$ cat src/rtl/da_dot.sv
module da_dot #(
  parameter int NUM_IN = 4,
  parameter int IN_W   = 10,
  parameter int COEF_W = 12,
  parameter logic [NUM_IN*COEF_W-1:0] COEFS = 48'hCF7_4D2_7FF_800,
  localparam int ADDR_W = NUM_IN,
  localparam int ROM_N  = 2**NUM_IN,
  localparam int PS_W   = COEF_W + $clog2(NUM_IN) + 1,
  localparam int ACC_W  = PS_W + IN_W,
  localparam int CNT_W  = $clog2(IN_W)
) (
  input  logic                   clk,
  input  logic                   rst_n,
  input  logic                   start,
  input  logic [NUM_IN*IN_W-1:0] x_in,
  output logic [ACC_W-1:0]       result,
  output logic                   done
);

  function automatic logic signed [PS_W-1:0] entry(logic [ADDR_W-1:0] a);
    logic signed [PS_W-1:0] s;
    s = '0;
    for (int i = 0; i < NUM_IN; i++)
      if (a[i])
        s = s + {{(PS_W-COEF_W){COEFS[i*COEF_W+COEF_W-1]}}, COEFS[i*COEF_W +: COEF_W]};
    return s;
  endfunction

  logic signed [PS_W-1:0] rom [ROM_N];
  for (genvar a = 0; a < ROM_N; a++) begin : g_rom
    assign rom[a] = entry(ADDR_W'(a));
  end

  logic [IN_W-1:0]  x_sh [NUM_IN];
  logic [ADDR_W-1:0] addr;
  for (genvar i = 0; i < NUM_IN; i++) begin : g_slice
    assign addr[i] = x_sh[i][0];
  end

  logic                    busy;
  logic [CNT_W-1:0]        cnt;
  logic signed [ACC_W-1:0] acc, acc_sh, addend, acc_nxt;
  logic signed [PS_W-1:0]  word;
  logic                    neg;

  assign neg     = (cnt == CNT_W'(IN_W-1));
  assign word    = neg ? ~rom[addr] : rom[addr];
  assign addend  = {{IN_W{word[PS_W-1]}}, word};
  assign acc_sh  = acc >>> 1;
  assign acc_nxt = acc_sh + (addend <<< (IN_W-1)) + (ACC_W'(neg) <<< (IN_W-1));

  always_ff @(posedge clk) begin
    if (!rst_n) begin
      busy   <= 1'b0;
      done   <= 1'b0;
      cnt    <= '0;
      acc    <= '0;
      result <= '0;
      for (int i = 0; i < NUM_IN; i++) x_sh[i] <= '0;
    end else begin
      done <= 1'b0;
      if (!busy) begin
        if (start) begin
          busy <= 1'b1;
          cnt  <= '0;
          acc  <= '0;
          for (int i = 0; i < NUM_IN; i++) x_sh[i] <= x_in[i*IN_W +: IN_W];
        end
      end else begin
        acc <= acc_nxt;
        for (int i = 0; i < NUM_IN; i++) x_sh[i] <= x_sh[i] >> 1;
        if (neg) begin
          busy   <= 1'b0;
          done   <= 1'b1;
          result <= acc_nxt;
        end else begin
          cnt <= cnt + 1'b1;
        end
      end
    end
  end

endmodule

$ cat config.mk
export PLATFORM = sky130hd
export DESIGN_NAME = da_dot
export DESIGN_NICKNAME = d
export VERILOG_FILES = /design/src/rtl/da_dot.sv
export SDC_FILE = /design/constraint.sdc
export NUM_CORES = 1
export LEC_CHECK = 0
export ABC_AREA = 1
export BUFFER_PORTS_ARGS = -buffer_cell sky130_fd_sc_hd__buf_2
export CORE_MARGIN = 2
export CORE_UTILIZATION = 45
export CTS_BUF_LIST = sky130_fd_sc_hd__clkbuf_4 sky130_fd_sc_hd__clkbuf_8 sky130_fd_sc_hd__clkbuf_16
export DETAILED_ROUTE_END_ITERATION = 16
export GPL_ROUTABILITY_DRIVEN = 0
export PLACE_DENSITY_LB_ADDON = 0.2
export SETUP_SLACK_MARGIN = 0.4
export SYNTH_ARGS = -nofsm -noshare
export SYNTH_HDL_FRONTEND = slang
export SYNTH_SLANG_ARGS = --single-unit
$ cat constraint.sdc
create_clock -name clk -period 3.1 [get_ports clk]
set_input_delay 0.465 -clock clk [delete_from_list [all_inputs] [get_ports clk]]
set_output_delay 0.465 -clock clk [all_outputs]
set_load 0.005 [all_outputs]
==> metrics.yaml <==
clocking:
  numCtsBuffers: 9
  clockRootBuffer: "clkbuf_8"
  clk_latency_ns: 0.39
  cts_sinks: 95
  cts_buffer_depth: 2
  htreeDepth: 3
  cts_tree: "built"
  path_clk_slew_ns: 0.10
sta:
  rsz0062_at_grt: "true"
  fmax_mhz: 343
  tightest_slew_ns: 0.984
  fin_crit_sh_pct: 94.2
  clock_skew_ns: 0.0133
  holdWs_ns: 0.348
  fin_tns_setup_ns: 0
  max_slew_margin_pct: 34.0
  finalWorstSetupSlack_ns: 0.181
  drv_slew: 0
  hold_viol: 0
  setup_viol: 0
  period_minus_slack_ns: 2.92
detailed_routing:
  route.vias.total: 4461
  drcViolationCount: 0
  wirelength_um: 14200
  ant_nets: 0
  vias_per_cell: 5.26
  drtPass1Iterations: 9
  drt_iter0_drc: 245
  wl_per_cell_um: 16.7
placement:
  dp_cells: 796
  dp_hpwl_um: 7900
  io_buffers: 68
  post_dp_cell_area_um2: 5440
  place_ws_ns: 0.0142
synthesis:
  yosysMostFrequentCell: "nand2_1"
  syn_inst: 601
  synth_top_area_cell: "dfxtp_1"
  ys_warn_count: 0
  synth_flop_cell: "dfxtp_1"
  syn_nets: 680
  synth_commonest_cells: "nand2_1 (146), inv_1 (107), dfxtp_1 (57)"
  syn_avg_cell_area_um2: 8.28
  netlist_area_um2: 4980
  synth_edf_count: 38
  ys_seq_area_share_pct: 45.8
  synth_cell_types: 36
  async_reset_ff_share_pct: 0
  synth_top_area_share_pct: 22.9
  synth.area.top_cells: "dfxtp_1 (23%), edfxtp_1 (23%), nand2_1 (11%)"
  ys_ff_latch: 95
floorplan:
  rows: 38
  dieArea_um2: 11900
  core-area_um2: 10800
  start_util_pct: 45.9
  die_height_um: 109
  ios: 69
  die_w_um: 109
cells_and_area:
  antenna_cells: 0
  syn_to_final_growth_pct: 36.7
  finalNonFillerCells: 848
  utilization_pct: 62.8
  fin_nets: 782
  drive_gt1_share_pct: 37.6
  final_area_um2: 6810
power_and_ir_drop:
  peakVddDrop_mv: 0.302
  p_leak_nw: 3.19
  p_total_mw: 3.31
  power_density_nw_per_um2: 486
run:
  cap_viol_max_count: 0
run_status:
  status: "complete, no violations"
global_route:
  overflow: 0
  antenna_found_initial: 0
  grt_pass1_wl_um: 19100
  track_usage_pct: 21.0
  grt_max_degree: 39
  first_global_vias: 4044
worst_setup_path:
  critical_path.slowest_cell: "edfxtp_1"
  cp_max_fo: 4
  crit_required_ns: 3.39
  worst-setup-path-type: "register to register"
  slowest_delay_ns: 0.47
  path_delay_family: "adder cells"
  worst-path-buf-inv: 5
  cp.arrival_ns: 3.21
  critPathCaptureType: "register"
  path_cells: "buf_6 > ha_4 > o21ai_1 > o21ai_2 > xor2_1 > buf_4 > buf_4 > ha_4 > ha_4 > nand2_4 > inv_1 > nand2_1 > nand2_2 > a21oi_4 > nand2_2 > nand2_1 > nand3_1 > nand2_1 > inv_1"
  critPathLaunchType: "register"
  reg2reg_slack_ns: 0.18
hold_path:
  min_path_type: "input pin to register"
## state kept, by name, indices dropped and copies added, names as in the netlist
| signal | flops |
|---|---|
| acc | 24 |
| busy | 1 |
| cnt | 4 |
| done | 1 |
| result | 25 |
| x_sh | 40 |
## worst min-delay path, stage by stage
cell     delay [ns]
buf_2          0.10
nand3_1        0.07
a21oi_1        0.06
## what timing repair did
action                                  in CTS  in global routing
endpoints found under the setup margin      24                 22
pin swaps                                   44                 55
gates resized for setup                     79                 98
setup buffers                               23                 13
hold buffers                                 0                  0
## final timing paths
path | from | end | cells after the start
min | x_in[9] | x_sh[0][9]$_SDFFE_PP0P_ | 3
min reg2reg | result[11]$_SDFFE_PN0P_ | result[11]$_SDFFE_PN0P_ | 2
max | x_sh[1][0]$_SDFFCE_PP0P_ | result[24]$_SDFFE_PN0P_ | 19
max reg2reg | x_sh[1][0]$_SDFFCE_PP0P_ | result[24]$_SDFFE_PN0P_ | 19
## logic make-up after synthesis
| family | Yosys count | synth area share, % |
|---|---|---|
| muxes | 1 | 0.226 |
| adders and majority gates | 36 | 9.20 |
| and+or+nand+nor | 203 | 17.0 |
| DFF | 95 | 45.8 |
| AOI/OAI and AO/OA | 118 | 14.1 |
| xor gates and xnor gates | 16 | 2.81 |
| buffers and inverters | 132 | 10.8 |
## power by group
part | internal [mW] | leakage [nW] | switching [mW]
sequential | 1.37 | 0.891 | 0.0437
clock | 0.383 | 0.102 | 0.493
combinational | 0.452 | 2.19 | 0.559
total | 2.21 | 3.19 | 1.10
## cell usage in the layout, fill, tap and decap left out, drive strengths merged
| cell type | n |
|---|---|
| xor2 | 12 |
| edfxtp | 38 |
| a22oi | 1 |
| a21oi | 28 |
| xnor2 | 4 |
| or2 | 1 |
| nand4 | 3 |
| mux2 | 1 |
| clkinv | 4 |
| dfxtp | 57 |
| nand3 | 22 |
| buf | 112 |
| bufinv | 1 |
| a22o | 4 |
| clkbuf | 9 |
| clkinvlp | 1 |
| a21o | 1 |
| fa | 1 |
| o21ai | 54 |
| o21a | 8 |
| a211oi | 1 |
| a32o | 9 |
| o22ai | 8 |
| nor2 | 28 |
| nand2 | 148 |
| nand3b | 1 |
| o21bai | 4 |
| inv | 112 |
| ha | 35 |
## final cells by class
| cell class | instances | area, um2 |
|---|---|---|
| clock inverters | 7 | 80.1 |
| inverters | 111 | 419 |
| multi-input cells | 374 | 3000 |
| clock buffers | 9 | 124 |
| repair buffers | 112 | 722 |
| fillers | 836 | 4030 |
| well taps | 140 | 175 |
| flip-flops and latches | 95 | 2280 |
## per-layer routing
layer	vias to the layer above	GRT usage, %	wire length, um
li1	2143	-	-
met4	0	10.6	651
met5	-	0	0
met3	52	4.24	879
met2	177	33.9	6920
met1	2089	26.7	5740
Note: power is estimated with default switching activity, not from simulation.
